File: config.mk
export PLATFORM = sky130hd
export DESIGN_NAME = lcd_irq_agg
export DESIGN_NICKNAME = d
export VERILOG_FILES = /design/src/rtl/lcd_irq_pkg.sv /design/src/rtl/lcd_irq_chan_qual.sv /design/src/rtl/lcd_irq_id_pick.sv /design/src/rtl/lcd_irq_level.sv /design/src/rtl/lcd_irq_agg.sv
export SDC_FILE = /design/constraint.sdc
export NUM_CORES = 1
export LEC_CHECK = 0
export BUFFER_PORTS_ARGS = -buffer_cell sky130_fd_sc_hd__buf_2
export CAP_MARGIN = 20
export CORE_AREA = 2 2 214 216
export CTS_CLUSTER_SIZE = 8
export DETAILED_ROUTE_END_ITERATION = 16
export DIE_AREA = 0 0 216 218
export PLACE_DENSITY = 0.47
export SYNTH_ARGS = -nofsm -noshare
export SYNTH_HDL_FRONTEND = slang
export SYNTH_SLANG_ARGS = --single-unit
File: constraint.sdc
create_clock -name clk -period 5.5 [get_ports clk]
set_input_delay 0.825 -clock clk [delete_from_list [all_inputs] [get_ports clk]]
set_output_delay 0.825 -clock clk [all_outputs]
set_load 0.02 [all_outputs]
File: src/rtl/lcd_irq_pkg.sv
package lcd_irq_pkg;
  localparam int REG_W = 32;

  // register addresses
  localparam int A_CTRL  = 0;
  localparam int A_STAT0 = 1;
  localparam int A_STAT1 = 2;
  localparam int A_MASK0 = 3;
  localparam int A_MASK1 = 4;
  localparam int A_ID    = 5;

  // primary status bit positions
  localparam int B_LDD  = 0;
  localparam int B_SOF0 = 1;
  localparam int B_BER  = 2;
  localparam int B_ABC  = 3;
  localparam int B_IU0  = 4;
  localparam int B_IU1  = 5;
  localparam int B_OU   = 6;
  localparam int B_QD   = 7;
  localparam int B_EOF0 = 8;
  localparam int B_BS0  = 9;
  localparam int B_SINT = 10;
  localparam int B_RDST = 11;
  localparam int B_CMDI = 12;
  localparam int BERCH_LO = 28;
  localparam int BERCH_W  = 3;

  // descriptor command qualifiers
  localparam int CMD_EOF_BIT = 21;
  localparam int CMD_SOF_BIT = 22;

  // secondary layout offsets relative to channel number
  localparam int SOF_OFS = -1;
  localparam int EOF_OFS = 7;
  localparam int BS_OFS  = 15;

  localparam logic [REG_W-1:0] P_CLR  = 32'h0000_0fff;
  localparam logic [REG_W-1:0] P_LVL  = 32'h0000_1fff;
  localparam logic [REG_W-1:0] S_CLR  = 32'h003e_3f3f;
  localparam logic [REG_W-1:0] M0_WR  = 32'h0000_1fff;
  localparam logic [REG_W-1:0] M1_WR  = 32'h3f3f_3f3f;
  localparam logic [REG_W-1:0] BERCH_M = 32'h7000_0000;
endpackage

File: src/rtl/lcd_irq_chan_qual.sv
module lcd_irq_chan_qual
  import lcd_irq_pkg::*;
#(
  parameter int CH = 0
) (
  input  logic             sof_stb,
  input  logic             eof_stb,
  input  logic             bs_stb,
  input  logic             ber_stb,
  input  logic [REG_W-1:0] cmd,
  input  logic [REG_W-1:0] mask0,
  input  logic [REG_W-1:0] mask1,
  output logic [REG_W-1:0] set0,
  output logic [REG_W-1:0] set1,
  output logic             req,
  output logic [2:0]       cnt
);
  logic sof_ok, eof_ok;
  logic u_sof, u_eof, u_bs;

  assign sof_ok = sof_stb & cmd[CMD_SOF_BIT];
  assign eof_ok = eof_stb & cmd[CMD_EOF_BIT];

  generate
    if (CH == 0) begin : g_prim
      always_comb begin
        set0 = '0;
        set1 = '0;
        set0[B_SOF0] = sof_ok;
        set0[B_EOF0] = eof_ok;
        set0[B_BS0]  = bs_stb;
        u_sof = sof_ok & ~mask0[B_SOF0];
        u_eof = eof_ok & ~mask0[B_EOF0];
        u_bs  = bs_stb & ~mask0[B_BS0];
      end
    end else begin : g_sec
      localparam int IX_SOF = CH + SOF_OFS;
      localparam int IX_EOF = CH + EOF_OFS;
      localparam int IX_BS  = CH + BS_OFS;
      always_comb begin
        set0 = '0;
        set1 = '0;
        set1[IX_SOF] = sof_ok;
        set1[IX_EOF] = eof_ok;
        set1[IX_BS]  = bs_stb;
        u_sof = sof_ok & ~mask1[IX_SOF];
        u_eof = eof_ok & ~mask1[IX_EOF];
        u_bs  = bs_stb & ~mask1[IX_BS];
      end
    end
  endgenerate

  assign req = ber_stb | u_sof | u_eof | u_bs;
  assign cnt = 3'(ber_stb) + 3'(u_sof) + 3'(u_eof) + 3'(u_bs);
endmodule

File: src/rtl/lcd_irq_id_pick.sv
module lcd_irq_id_pick #(
  parameter int NCH  = 7,
  parameter int ID_W = 32
) (
  input  logic [NCH-1:0]      req,
  input  logic [NCH-1:0]      ber,
  input  logic [NCH*ID_W-1:0] fid,
  output logic                any_req,
  output logic                any_ber,
  output logic [ID_W-1:0]     id_sel,
  output logic [2:0]          ber_ch
);
  always_comb begin
    id_sel = '0;
    ber_ch = '0;
    for (int i = NCH - 1; i >= 0; i--) begin
      if (req[i]) id_sel = fid[i*ID_W +: ID_W];
      if (ber[i]) ber_ch = 3'(i);
    end
  end

  assign any_req = |req;
  assign any_ber = |ber;
endmodule

File: src/rtl/lcd_irq_level.sv
module lcd_irq_level
  import lcd_irq_pkg::*;
(
  input  logic             clk,
  input  logic             rst,
  input  logic [REG_W-1:0] stat0,
  input  logic [REG_W-1:0] stat1,
  input  logic [REG_W-1:0] mask0,
  input  logic [REG_W-1:0] mask1,
  output logic             irq_now,
  output logic             irq
);
  assign irq_now = (|(stat0 & ~mask0 & P_LVL)) | (|(stat1 & ~mask1));

  always_ff @(posedge clk) begin
    if (rst) irq <= 1'b0;
    else     irq <= irq_now;
  end
endmodule

File: src/rtl/lcd_irq_agg.sv
module lcd_irq_agg
  import lcd_irq_pkg::*;
#(
  parameter int NCH  = 7,
  parameter int ID_W = 32,
  parameter int AW   = 3
) (
  input  logic                clk,
  input  logic                rst,
  input  logic                wr_en,
  input  logic [AW-1:0]       wr_addr,
  input  logic [REG_W-1:0]    wr_data,
  input  logic [AW-1:0]       rd_addr,
  output logic [REG_W-1:0]    rd_data,
  input  logic [NCH-1:0]      sof_stb,
  input  logic [NCH-1:0]      eof_stb,
  input  logic [NCH-1:0]      bs_stb,
  input  logic [NCH-1:0]      ber_stb,
  input  logic [NCH*32-1:0]   ch_cmd,
  input  logic [NCH*ID_W-1:0] ch_fid,
  input  logic [1:0]          iu_stb,
  input  logic                ldd_stb,
  input  logic                abc_stb,
  input  logic                ou_stb,
  input  logic                rdst_stb,
  input  logic                cmdi_stb,
  output logic                irq
);
  localparam int CNT_W = $clog2(4 * NCH + 1);

  logic             ctrl_q;
  logic [REG_W-1:0] stat0_q, stat1_q, mask0_q, mask1_q;
  logic [ID_W-1:0]  id_q;

  logic [REG_W-1:0] set0_a [NCH];
  logic [REG_W-1:0] set1_a [NCH];
  logic [2:0]       cnt_a  [NCH];
  logic [NCH-1:0]   req_v;

  genvar g;
  generate
    for (g = 0; g < NCH; g++) begin : g_ch
      lcd_irq_chan_qual #(.CH(g)) u_qual (
        .sof_stb (sof_stb[g]),
        .eof_stb (eof_stb[g]),
        .bs_stb  (bs_stb[g]),
        .ber_stb (ber_stb[g]),
        .cmd     (ch_cmd[g*32 +: 32]),
        .mask0   (mask0_q),
        .mask1   (mask1_q),
        .set0    (set0_a[g]),
        .set1    (set1_a[g]),
        .req     (req_v[g]),
        .cnt     (cnt_a[g])
      );
    end
  endgenerate

  logic             any_req, any_ber;
  logic [ID_W-1:0]  id_sel;
  logic [2:0]       ber_ch;

  lcd_irq_id_pick #(.NCH(NCH), .ID_W(ID_W)) u_pick (
    .req     (req_v),
    .ber     (ber_stb),
    .fid     (ch_fid),
    .any_req (any_req),
    .any_ber (any_ber),
    .id_sel  (id_sel),
    .ber_ch  (ber_ch)
  );

  logic irq_now;

  lcd_irq_level u_level (
    .clk     (clk),
    .rst     (rst),
    .stat0   (stat0_q),
    .stat1   (stat1_q),
    .mask0   (mask0_q),
    .mask1   (mask1_q),
    .irq_now (irq_now),
    .irq     (irq)
  );

  logic [REG_W-1:0] chs0, chs1;
  logic [CNT_W-1:0] evt_cnt;

  always_comb begin
    chs0    = '0;
    chs1    = '0;
    evt_cnt = '0;
    for (int i = 0; i < NCH; i++) begin
      chs0    = chs0 | set0_a[i];
      chs1    = chs1 | set1_a[i];
      evt_cnt = evt_cnt + CNT_W'(cnt_a[i]);
    end
  end

  logic wr_ctrl, wr_s0, wr_s1, wr_m0, wr_m1;
  assign wr_ctrl = wr_en && (wr_addr == AW'(A_CTRL));
  assign wr_s0   = wr_en && (wr_addr == AW'(A_STAT0));
  assign wr_s1   = wr_en && (wr_addr == AW'(A_STAT1));
  assign wr_m0   = wr_en && (wr_addr == AW'(A_MASK0));
  assign wr_m1   = wr_en && (wr_addr == AW'(A_MASK1));

  logic qd_evt, sint_evt, cap;
  assign qd_evt   = wr_ctrl && ctrl_q && !wr_data[0];
  assign sint_evt = (any_req && irq_now) || (evt_cnt > CNT_W'(1));
  assign cap      = any_req && !irq_now;

  logic [REG_W-1:0] set0_all, clr0, clr1, stat0_n, stat1_n;

  always_comb begin
    set0_all = chs0;
    set0_all[B_LDD]  = chs0[B_LDD]  | ldd_stb;
    set0_all[B_ABC]  = chs0[B_ABC]  | abc_stb;
    set0_all[B_IU0]  = chs0[B_IU0]  | iu_stb[0];
    set0_all[B_IU1]  = chs0[B_IU1]  | iu_stb[1];
    set0_all[B_OU]   = chs0[B_OU]   | ou_stb;
    set0_all[B_QD]   = chs0[B_QD]   | qd_evt;
    set0_all[B_RDST] = chs0[B_RDST] | rdst_stb;
    set0_all[B_CMDI] = chs0[B_CMDI] | cmdi_stb;
    set0_all[B_BER]  = chs0[B_BER]  | any_ber;
    set0_all[B_SINT] = chs0[B_SINT] | sint_evt;

    clr0 = '0;
    if (wr_s0) begin
      clr0 = wr_data & P_CLR;
      if (wr_data[B_BER]) clr0 = clr0 | BERCH_M;
    end
    clr1 = wr_s1 ? (wr_data & S_CLR) : '0;

    stat0_n = (stat0_q & ~clr0) | set0_all;
    if (any_ber) stat0_n[BERCH_LO +: BERCH_W] = ber_ch;
    stat1_n = (stat1_q & ~clr1) | chs1;
  end

  always_ff @(posedge clk) begin
    if (rst) begin
      ctrl_q  <= 1'b0;
      stat0_q <= '0;
      stat1_q <= '0;
      mask0_q <= '0;
      mask1_q <= '0;
      id_q    <= '0;
    end else begin
      stat0_q <= stat0_n;
      stat1_q <= stat1_n;
      if (wr_ctrl) ctrl_q  <= wr_data[0];
      if (wr_m0)   mask0_q <= wr_data & M0_WR;
      if (wr_m1)   mask1_q <= wr_data & M1_WR;
      if (cap)     id_q    <= id_sel;
    end
  end

  always_ff @(posedge clk) begin
    if (rst) begin
      rd_data <= '0;
    end else begin
      case (rd_addr)
        AW'(A_CTRL):  rd_data <= {{(REG_W-1){1'b0}}, ctrl_q};
        AW'(A_STAT0): rd_data <= stat0_q;
        AW'(A_STAT1): rd_data <= stat1_q;
        AW'(A_MASK0): rd_data <= mask0_q;
        AW'(A_MASK1): rd_data <= mask1_q;
        AW'(A_ID):    rd_data <= REG_W'(id_q);
        default:      rd_data <= '0;
      endcase
    end
  end
endmodule

==> results.yml <==
timing:
  fin_crit_ps: 5260
  relSlewSlack_pct: 23.2
  rsz0062_at_grt: "no"
  hold_viol_final: 0
  maxSlewViolCount: 0
  max_freq_mhz: 190
  setup_viol: 0
  finalSetupTns_ps: 0
  clock_skew_ps: 9.94
  worst_pin_slew_ps: 1150
  fin_crit_sh_pct: 95.7
setup_path:
  cp_cell_sequence: "buf_2 -> nand2_1 -> or2_2 -> ha_1 -> fa_1 -> ha_1 -> fa_1 -> inv_1 -> fa_1 -> inv_1 -> fa_1 -> fa_1 -> inv_1 -> fa_1 -> xnor2_1 -> nor4b_2 -> a31oi_1"
  arrival_ps: 5540
  required_ps: 5780
  critical-path-top-delay-family: "adder cells"
  worstSetupStartpointType: "input port"
  critical_path.endpoint_type: "flip-flop"
  cp_slowest_cell: "fa_1"
  slowest_delay_ps: 590
  crit_path_frequent_cell: "fa_1"
  crit_fanout: 2
  crit_buf_inv: 4
  critical_path_class: "in -> reg"
logic_synthesis:
  netlist_area_sq_mm: 0.00856
  synthTopCellsByCount: "195 x nand2_1, 137 x dfxtp_1, 109 x a21oi_1, 78 x inv_1, 74 x nor2_1"
  synth_most_common_cell: "nand2_1"
  synth_top_area_share_pct: 32.0
  ys.flop_type: "dfxtp_1"
  yosys_warnings: 0
  syn_inst: 1078
  syn-num-nets: 1650
  ys_types: 50
  synthArstFlopShare_pct: 0
  syn_avg_cell_area_sq_um: 7.94
  ys_seq_area_share_pct: 32.0
  yosys_register_bits: 137
  synth_top_cell_by_area: "dfxtp_1"
  synth_edf_count: 0
  yosys-top-cells-area: "dfxtp_1 32%, nand2_1 8.5%, a21oi_1 6.4%, fa_1 4.7%, a211oi_2 4.4%"
clocking:
  htreeDepth: 4
  tritoncts: "done"
  cts_buffer_depth: 2
  cts_root_buf: "clkbuf_16"
  cts.sinks: 137
  cts_buffers: 17
  clkLatencyLatePin_ps: 440
  path_clk_slew_ps: 70
detailed_routing:
  drc_errors: 0
  drt_iter0_markers: 820
  wirelength_um: 41900
  routedWlPerCell_um: 21.0
  vias: 9452
  vias_per_cell: 4.74
  drtAntennaViolNets: 0
  drt_pass1_iterations: 5
cells_and_area:
  final_nets: 1949
  seq_area_sq_mm: 0.00274
  final_area_sq_mm: 0.0115
  nFillCells: 4998
  syn_to_final_growth_pct: 34.5
  drive_above_1_share_pct: 31.7
  multi_input_area_sq_mm: 0.00520
  final_cells: 1995
  fin_util_pct: 25.7
floorplanning:
  rows: 78
  num_io_pins: 557
  chipWidth_um: 216
  coreArea_sq_mm: 0.0449
  floorplan.initialDensity_pct: 19.1
  fp.dieArea_sq_mm: 0.0471
  die_height_um: 218
min_path:
  min_path_type: "reg -> reg"
placement:
  hpwl_um: 33000
  io_buffers: 340
  placed_area_sq_mm: 0.0109
  gp_congestion: 0.913
  place_inst: 1958
pwr:
  peakVddDrop_v: 0.000244
  power_density_mw_per_mm2: 269
  p_leak_nw: 4.98
  total_power_w: 0.00310
job:
  cap_viol_max_count: 0
global_routing:
  grt_pass1_vias: 9376
  grt_max_degree: 72
  antenna_found_initial: 9
  grt.overflow.total: 0
  grtUsageTotal_pct: 17.6
  grt_pass1_wl_um: 61000
outcome:
  status: "complete, no violations"
[cell type report]
class                   instances  share of cell area [%]
well taps                     600                    6.52
repair buffers                364                    16.4
multi-input cells             779                    45.2
clock buffers                  19                    3.85
clock inverters                13                    1.65
flip-flops and latches        137                    23.8
diodes                          5                   0.109
inverters                      78                    2.54
[logic make-up (layout without fill, tap and decap cells)]
group	Yosys count	in the layout	synth area share, %
buffers and inverters	162	474	7.64
DFF	137	137	32.0
muxes	28	28	3.30
adders and majority gates	48	48	8.77
xor gates and xnor gates	3	3	0.307
AOI/OAI and AO/OA	331	331	28.7
other	0	5	0
and+or+nand+nor	369	369	19.3
[stage by stage]
| stage | hold WS (ps) | worst slack, ps |
|---|---|---|
| floorplan | 431 | 188 |
| global placement | 443 | -316 |
| detailed placement | 443 | -347 |
| CTS | 459 | 141 |
| global route | 482 | 49.2 |
| finish | 456 | 236 |
[worst min-delay path, delay by kind of cell (launching register included)]
family | cells | cell delay, ps
flops | 1 | 310
simple gates | 1 | 50
compound gates | 1 | 50
[sequential cells by signal, summed over array words and instances, names as in the netlist]
register	cells
stat0_q	16
mask0_q	13
ctrl_q	1
rd_data	32
u_level.irq	1
stat1_q	18
mask1_q	24
id_q	32
[final timing paths]
path                            from                endpoint  slack [ps]  depth (start not counted)
max                       sof_stb[0]  stat0_q[10]$_SDFF_PP0_         240                         17
min            stat1_q[1]$_SDFF_PP0_   stat1_q[1]$_SDFF_PP0_         460                          2
max reg2reg  mask0_q[1]$_SDFFE_PP0P_  stat0_q[10]$_SDFF_PP0_         450                         15
min reg2reg    stat1_q[1]$_SDFF_PP0_   stat1_q[1]$_SDFF_PP0_         460                          2
[repair_timing]
| action | in CTS | in global routing |
|---|---|---|
| setup buffers | 0 | 0 |
| endpoints found under the setup margin | 0 | 1 |
| resized for setup | 0 | 1 |
| hold buffers | 0 | 0 |
[metal layers]
metal	GRT usage [%]	vias up	routed length (um)
li1	-	4454	-
met1	24.1	4436	18500
met2	26.4	520	18100
met3	5.10	42	4280
met4	5.75	0	965
met5	0	-	0
[report_power, final]
group          internal, W  leakage, nW  switching [W]
combinational     0.000361         3.56       0.000430
sequential         0.00102         1.11      0.0000169
clock             0.000777        0.309       0.000495
total              0.00215         4.98       0.000941
[cell usage in the layout (no fill, tap or decap), drive strengths merged, types with 2 or more instances in the layout]
cell	n
dfxtp	137
buf	364
or2	6
a21oi	109
o221ai	33
diode	5
inv	82
nor3	9
and2	6
a31oi	3
a22o	32
nand2	195
bufinv	4
o22ai	12
mux2i	26
nand2b	11
a221oi	33
nand3b	4
ha	28
a22oi	48
a2111oi	2
a211oi	32
nand3	6
fa	20
nor4	3
nor2b	8
xnor2	2
mux2	2
and3	38
o21ai	12
o22a	10
a21o	2
clkinv	4
nor2	74
and3b	2
clkbuf	19
Power figures use the tool's default switching activity.
